## config.mk

```make
export PLATFORM = sky130hd
export DESIGN_NAME = array_divider
export DESIGN_NICKNAME = d
export VERILOG_FILES = /design/src/rtl/array_divider_pkg.sv /design/src/rtl/cond_sub_cell.sv /design/src/rtl/div_row.sv /design/src/rtl/array_divider.sv
export SDC_FILE = /design/constraint.sdc
export NUM_CORES = 1
export LEC_CHECK = 0
export ABC_AREA = 1
export BUFFER_PORTS_ARGS = -buffer_cell sky130_fd_sc_hd__buf_2
export CORE_ASPECT_RATIO = 1.25
export CORE_UTILIZATION = 50
export DETAILED_ROUTE_END_ITERATION = 7
export PLACE_DENSITY = 0.76
export SYNTH_ARGS = -nofsm -noshare
export SYNTH_HDL_FRONTEND = slang
export SYNTH_SLANG_ARGS = --single-unit
```

## constraint.sdc

```tcl
create_clock -name vclk -period 7.3
set_clock_uncertainty 0.05 [all_clocks]
set_input_delay 0 -clock vclk [all_inputs]
set_output_delay 0 -clock vclk [all_outputs]
set_load 0.02 [all_outputs]
```

## src/rtl/array_divider_pkg.sv

```systemverilog
package array_divider_pkg;
  // Default operand widths; the quotient width follows from them.
  localparam int unsigned DIVIDEND_W_DEF = 8;
  localparam int unsigned DIVISOR_W_DEF  = 4;

  // Carry of a subtract chain: 1 means the minuend was not smaller.
  typedef enum logic {
    BORROW_TAKEN = 1'b0,
    FITS         = 1'b1
  } row_fit_e;
endpackage

```

## src/rtl/cond_sub_cell.sv

```systemverilog
// One bit of a conditional subtractor. The carry is always the subtract
// carry; the sum is either the remainder bit or the difference bit.
module cond_sub_cell (
  input  logic rbit_i,   // partial remainder bit
  input  logic dinv_i,   // complemented divisor bit
  input  logic cin_i,    // carry from the less significant cell
  input  logic sel_i,    // row decision: 1 = take difference
  output logic sum_o,
  output logic cout_o
);
  logic diff_bit;

  assign diff_bit = rbit_i ^ dinv_i ^ cin_i;
  assign cout_o   = (rbit_i & dinv_i) | (rbit_i & cin_i) | (dinv_i & cin_i);
  assign sum_o    = sel_i ? diff_bit : rbit_i;
endmodule

```

## src/rtl/div_row.sv

```systemverilog
// One row of the array: W+1 cells subtract a zero-extended divisor from
// the shifted partial remainder and keep or discard the difference.
module div_row #(
  parameter int unsigned W = 4
) (
  input  logic [W:0]   part_i,  // shifted partial remainder
  input  logic [W-1:0] dvs_i,   // divisor
  output logic         qbit_o,  // 1 when part_i >= divisor
  output logic [W:0]   rem_o    // next partial remainder
);
  import array_divider_pkg::*;

  localparam int unsigned CELLS = W + 1;

  logic [CELLS-1:0] dinv;
  logic [CELLS:0]   carry;
  row_fit_e         fit;

  assign dinv     = ~{1'b0, dvs_i};
  assign carry[0] = 1'b1;  // +1 of the two's-complement subtraction

  for (genvar b = 0; b < CELLS; b++) begin : g_cell
    cond_sub_cell u_cell (
      .rbit_i (part_i[b]),
      .dinv_i (dinv[b]),
      .cin_i  (carry[b]),
      .sel_i  (qbit_o),
      .sum_o  (rem_o[b]),
      .cout_o (carry[b+1])
    );
  end

  assign fit    = row_fit_e'(carry[CELLS]);
  assign qbit_o = (fit == FITS);
endmodule

```

## src/rtl/array_divider.sv

```systemverilog
module array_divider #(
  parameter int unsigned DIVIDEND_W = array_divider_pkg::DIVIDEND_W_DEF,
  parameter int unsigned DIVISOR_W  = array_divider_pkg::DIVISOR_W_DEF
) (
  input  logic [DIVIDEND_W-1:0]           dividend_i,
  input  logic [DIVISOR_W-1:0]            divisor_i,
  output logic [DIVIDEND_W-DIVISOR_W-1:0] quotient_o,
  output logic [DIVISOR_W-1:0]            remainder_o,
  output logic                            overflow_o
);
  localparam int unsigned QW = DIVIDEND_W - DIVISOR_W;

  // Partial remainder entering each row; stage 0 is the upper dividend part.
  logic [DIVISOR_W-1:0] prem [QW+1];
  logic [QW-1:0]        unused_top;
  logic [DIVISOR_W:0]   unused_ovf_rem;

  assign prem[0] = dividend_i[DIVIDEND_W-1 -: DIVISOR_W];

  for (genvar i = 0; i < QW; i++) begin : g_row
    logic [DIVISOR_W:0] part;
    logic [DIVISOR_W:0] next;

    assign part = {prem[i], dividend_i[QW-1-i]};

    div_row #(.W(DIVISOR_W)) u_row (
      .part_i (part),
      .dvs_i  (divisor_i),
      .qbit_o (quotient_o[QW-1-i]),
      .rem_o  (next)
    );

    assign prem[i+1]     = next[DIVISOR_W-1:0];
    assign unused_top[i] = next[DIVISOR_W];
  end

  assign remainder_o = prem[QW];

  // Overflow probe: the same row structure compares the upper dividend
  // part against the divisor; its carry is the ">=" result.
  div_row #(.W(DIVISOR_W)) u_ovf_probe (
    .part_i ({1'b0, prem[0]}),
    .dvs_i  (divisor_i),
    .qbit_o (overflow_o),
    .rem_o  (unused_ovf_rem)
  );
endmodule

```

# Yosys cells after proc, flatten, opt, wreduce, memory -nomap -nowiden
# Cells that the tools add are included.
totals:
  mem_count: 0
  output_inout_bits: 9
  word_cells: 160
  in_bits: 12
  latch_bits: 0
  reg_bits: 0
  ramBits: 0
  mem_bits_ro: 0
classes:
  addsub: 0
  n_reduce_logical: 0
  n_eq_ne: 0
  n_div: 0
  shifts: 0
  n_lt_le_gt_ge: 0
  multipliers: 0
  n_mux: 16
  bitwise: 144
ops:
  columns: ["op", "n"]
  rows:
  - ["bitwise AND 1 bit", 63]
  - ["bitwise OR 1 bit", 48]
  - ["XOR 1 bit", 28]
  - ["2-to-1 mux 1 bit", 16]
  - ["NOT 4 -> 5 bit", 1]
  - ["NOT 1 bit", 4]

# Logic depth before layout (Yosys ltp)
depth:
  word_depth: 56
  depth_mapped: 36
  ltp_nobuf: 35

# Cells and area by module
# From an unflattened synthesis, not the netlist that was laid out.
unflattened:
  hier_cells: 151
  hier_area_um2: 973.4
modules_own_cells:
  columns: ["module", "seq_area_each_um2", "instances", "area_per_inst_um2", "cells_per_inst"]
  rows:
  - ["cond_sub_cell", 0.0, 25, 35.0, 5]
  - ["div_row", 0.0, 5, 18.8, 5]
  - ["array_divider", 0.0, 1, 3.8, 1]

# Worst setup path after synthesis
# No wires, ideal clock.
synth_timing:
  path_kind: "input port to output port"
  startpoint: "in dividend_i[3]"
  endpoint: "out remainder_o[3]"
  path_buffers: 1
  stages: 35
  path_slack_ps: 1424
  required_ps: 7250
  arrival_ps: 5826
  cell_sequence: "inv_1 > ha_1 > inv_1 > fa_1 > fa_1 > fa_1 > nor2_4 > o21ai_1 > ha_1 > o21ba_2 > fa_1 > inv_1 > fa_1 > inv_1 > nand3_4 > nand2_1 > nand2_1 > ha_1 > a21oi_1 > fa_1 > inv_1 > fa_1 > inv_1 > nand3_4 > nand2_1 > nand2_2 > ha_1 > nand3b_1 > fa_1 > fa_1 > inv_1 > nand3_4 > nand2_1 > nand2_1 > buf_4"
synth_between:
  elab_chain_cells: 55
  word_cells_on_any_way: 108
  classes_between: "mux: 13; bitwise: 95"
synth_lines:
  columns: ["element", "line", "text"]
  rows:
  - ["from (decl)", "array_divider.sv:5", "input logic [DIVIDEND_W-1:0] dividend_i,"]
  - ["bitwise AND 1 bit", "cond_sub_cell.sv:14", "assign cout_o = (rbit_i & dinv_i) | (rbit_i & cin_i) | (dinv_i & cin_i);"]
  - ["bitwise OR 1 bit (2 in a row)", "cond_sub_cell.sv:14", null]
  - ["bitwise AND 1 bit", "cond_sub_cell.sv:14", null]
  - ["bitwise OR 1 bit (2 in a row)", "cond_sub_cell.sv:14", null]
  - ["bitwise AND 1 bit", "cond_sub_cell.sv:14", null]
  - ["bitwise OR 1 bit (2 in a row)", "cond_sub_cell.sv:14", null]
  - ["bitwise AND 1 bit", "cond_sub_cell.sv:14", null]
  - ["bitwise OR 1 bit (2 in a row)", "cond_sub_cell.sv:14", null]
  - ["(+16 left out)", null, null]
  - ["named net g_row[1].u_row.g_cell[0].u_cell.sel_i", "cond_sub_cell.sv:7", "input logic sel_i,"]
  - ["(+13 left out)", null, null]
  - ["named net g_row[2].u_row.g_cell[0].u_cell.sel_i", "cond_sub_cell.sv:7", null]
  - ["(+5 left out)", null, null]
  - ["bitwise OR 1 bit (2 in a row)", "cond_sub_cell.sv:14", null]
  - ["bitwise AND 1 bit", "cond_sub_cell.sv:14", null]
  - ["bitwise OR 1 bit (2 in a row)", "cond_sub_cell.sv:14", null]
  - ["bitwise AND 1 bit", "cond_sub_cell.sv:14", null]
  - ["bitwise OR 1 bit", "cond_sub_cell.sv:14", null]
  - ["bitwise OR 1 bit *", "cond_sub_cell.sv:14", null]
  - ["named net g_row[3].u_row.g_cell[0].u_cell.sel_i", "cond_sub_cell.sv:7", null]
  - ["2-to-1 mux 1 bit *", "cond_sub_cell.sv:15", "assign sum_o = sel_i ? diff_bit : rbit_i;"]
  - ["to (decl)", "array_divider.sv:8", "output logic [DIVISOR_W-1:0] remainder_o,"]
# Mark *: on every way through the listed nets, which the timed path passes. The rest lies on a longest branch.

# Worst setup path after layout
layout_timing:
  startpoint: "in dividend_i[3]"
  endpoint: "out remainder_o[3]"
layout_between:
  elab_chain_cells: 55
  word_cells_on_any_way: 108
  classes_between: "mux: 13; bitwise: 95"
layout_lines:
  columns: ["element", "line"]
  rows:
  - ["bitwise AND 1 bit", "cond_sub_cell.sv:14"]
  - ["bitwise OR 1 bit (2 in a row)", "cond_sub_cell.sv:14"]
  - ["bitwise AND 1 bit", "cond_sub_cell.sv:14"]
  - ["bitwise OR 1 bit (2 in a row)", "cond_sub_cell.sv:14"]
  - ["bitwise AND 1 bit", "cond_sub_cell.sv:14"]
  - ["bitwise OR 1 bit (2 in a row)", "cond_sub_cell.sv:14"]
  - ["bitwise AND 1 bit", "cond_sub_cell.sv:14"]
  - ["bitwise OR 1 bit (2 in a row)", "cond_sub_cell.sv:14"]
  - ["(+31 left out)", null]
  - ["bitwise OR 1 bit (2 in a row)", "cond_sub_cell.sv:14"]
  - ["bitwise AND 1 bit", "cond_sub_cell.sv:14"]
  - ["bitwise OR 1 bit (2 in a row)", "cond_sub_cell.sv:14"]
  - ["bitwise AND 1 bit", "cond_sub_cell.sv:14"]
  - ["bitwise OR 1 bit (2 in a row)", "cond_sub_cell.sv:14"]
  - ["bitwise AND 1 bit", "cond_sub_cell.sv:14"]
  - ["bitwise OR 1 bit (2 in a row)", "cond_sub_cell.sv:14"]
  - ["2-to-1 mux 1 bit *", "cond_sub_cell.sv:15"]
# Every way passes the cells marked *; elsewhere a longest branch is shown, timed or not.

==> flow_metrics.env <==
export IMPL_status="complete, no violations"
export IMPL_clkbuf_count=0
export IMPL_syn_nets=148
export IMPL_path_max_fanout=9
export IMPL_pre_cts_ws_ns=0.873
export IMPL_final_antenna_net_count=0
export IMPL_final_area_sq_um=913
export IMPL_core_area_sq_mm=0.00158
export IMPL_hold_class="input port to primary output"
export IMPL_critPathMaxStageDelay_ns=0.44
export IMPL_worstSetupPathType="input port to primary output"
export IMPL_dieArea_sq_mm=0.00186
export IMPL_finalCritPeriodShare_pct=87.6
export IMPL_io_pins=21
export IMPL_min_period_ns=6.40
export IMPL_grt_pass1_wl_microns=2660
export IMPL_critPathBufInv=9
export IMPL_syn2layout_area_growth_pct=7.99
export IMPL_hpwl_microns=1400
export IMPL_die_h_microns=48.0
export IMPL_rsz0062_at_grt="false"
export IMPL_yosys_warnings=0
export IMPL_dr_pass1_iters=4
export IMPL_synth_seq_area_share_pct=0
export IMPL_finalHoldViolCount=0
export IMPL_regArea_sq_um=0
export IMPL_max_slew_worst_pin_slew_ns=0.318
export IMPL_synth_avg_cell_area_sq_um=7.05
export IMPL_slew_violations=0
export IMPL_gp_congestion=0.809
export IMPL_diodes=0
export IMPL_start_kind="input port"
export IMPL_die_w_microns=38.8
export IMPL_fin_nets=163
export IMPL_wirelength_microns=1550
export IMPL_seq_cell_count=0
export IMPL_post_route_worst_setup_slack_ns=0.902
export IMPL_vias=726
export IMPL_drc=0
export IMPL_final_setup_tns_ns=0
export IMPL_hold_buffers=0
export IMPL_synthDistinctLibCells=23
export IMPL_relSlewSlack_pct=78.7
export IMPL_post_cts_buffers=0
export IMPL_fillCellCount=163
export IMPL_syn_area_sq_um=846
export IMPL_leakage_nw=0.518
export IMPL_grt_pass1_vias=628
export IMPL_vdd_drop_max_mv=0.121
export IMPL_layout_common_cells="inv_1, nand2_1, buf_2"
export IMPL_crit_top_cell="fa_1"
export IMPL_initial_core_util_pct=53.5
export IMPL_vias_per_cell=4.81
export IMPL_cp_slowest_cell="fa_1"
export IMPL_gr_total_overflow=0
export IMPL_route_detailed_wl_per_inst_microns=10.3
export IMPL_cts_resized=0
export IMPL_antenna_found_initial=0
export IMPL_grt_util_all_layers_pct=19.7
export IMPL_rows=16
export IMPL_grt_max_degree=10
export IMPL_crit_path_end_kind="primary output"
export IMPL_io_buffer_count=21
export IMPL_crit_required_ns=7.25
export IMPL_drtIter0Drc=9
export IMPL_dpl_cell_area_sq_um=913
export IMPL_drive_gt1_share_pct=30.1
export IMPL_max_freq_ghz=0.156
export IMPL_synthCells=120
export IMPL_hold_ws_ns=0.278
export IMPL_cap_violations=0
export IMPL_path_delay_family="adder cells"
export IMPL_crit_arrival_ns=6.35
export IMPL_powerDensity_mw_per_mm2=281
export IMPL_setup_viol=0
[area by class of cell]
class                           instances  area, sq um  area share, %
Inverter                               27          101           11.1
Multi-Input combinational cell         85          684           74.9
Tap cell                               18         22.5           2.47
Timing Repair Buffer                   21          105           11.5
[stage by stage]
| stage | power, mW | std cells | utilization, % |
|---|---|---|---|
| floorplan | 0.245 | 120 | - |
| global placement | 0.254 | 151 | 57.8 |
| detailed placement | 0.260 | 151 | 57.8 |
| CTS | 0.260 | 151 | 57.8 |
| global route | 0.290 | 151 | 57.8 |
| finish | 0.256 | 151 | 57.8 |
[per-layer routing]
layer  part of all wire [%]  track usage [%]
met2                     55             39.3
met1                     43             25.0
met5                      0                0
met3                    2.0                0
met4                      0                0
[where the power goes]
part | switching, mW | total [mW] | leakage [nW] | internal [mW]
clock | 0 | 0 | 0 | 0
sequential | 0 | 0 | 0 | 0
combinational | 0.162 | 0.256 | 0.518 | 0.0948
total | 0.162 | 0.256 | 0.518 | 0.0948
[worst paths after layout]
check,cells after the start,slack [ns],from,to
min,3,0.28,divisor_i[3],overflow_o
max,36,0.90,dividend_i[3],remainder_o[3]
[cells in the mapped netlist]
cell      instances  area (sq um)
a21oi_1           2          10.0
a31o_2            1          8.76
buf_4             8          60.1
fa_1              9           180
ha_1              7          87.6
inv_1            26          97.6
inv_2             1          3.75
nand2_1          26          97.6
nand2_2           5          31.3
nand2_4           3          33.8
nand3_1           9          45.0
nand3_4           3          52.6
nand3b_1          1          7.51
nor2_1            3          11.3
nor2_2            1          6.26
nor2_4            2          22.5
o21ai_0           4          20.0
o21ai_1           2          10.0
o21ai_2           2          17.5
o21ba_2           1          10.0
o22ai_1           1          6.26
xnor2_1           2          17.5
xor2_1            1          8.76
[cells by family after synthesis]
| logic type | Yosys count | synth area share [%] |
|---|---|---|
| buffers and inverters | 35 | 19.1 |
| xor gates and xnor gates | 3 | 3.11 |
| and+or+nand+nor | 53 | 36.4 |
| AOI/OAI and AO/OA | 13 | 9.76 |
| adders and majority gates | 16 | 31.7 |
Note: power is estimated with default switching activity, not from simulation.
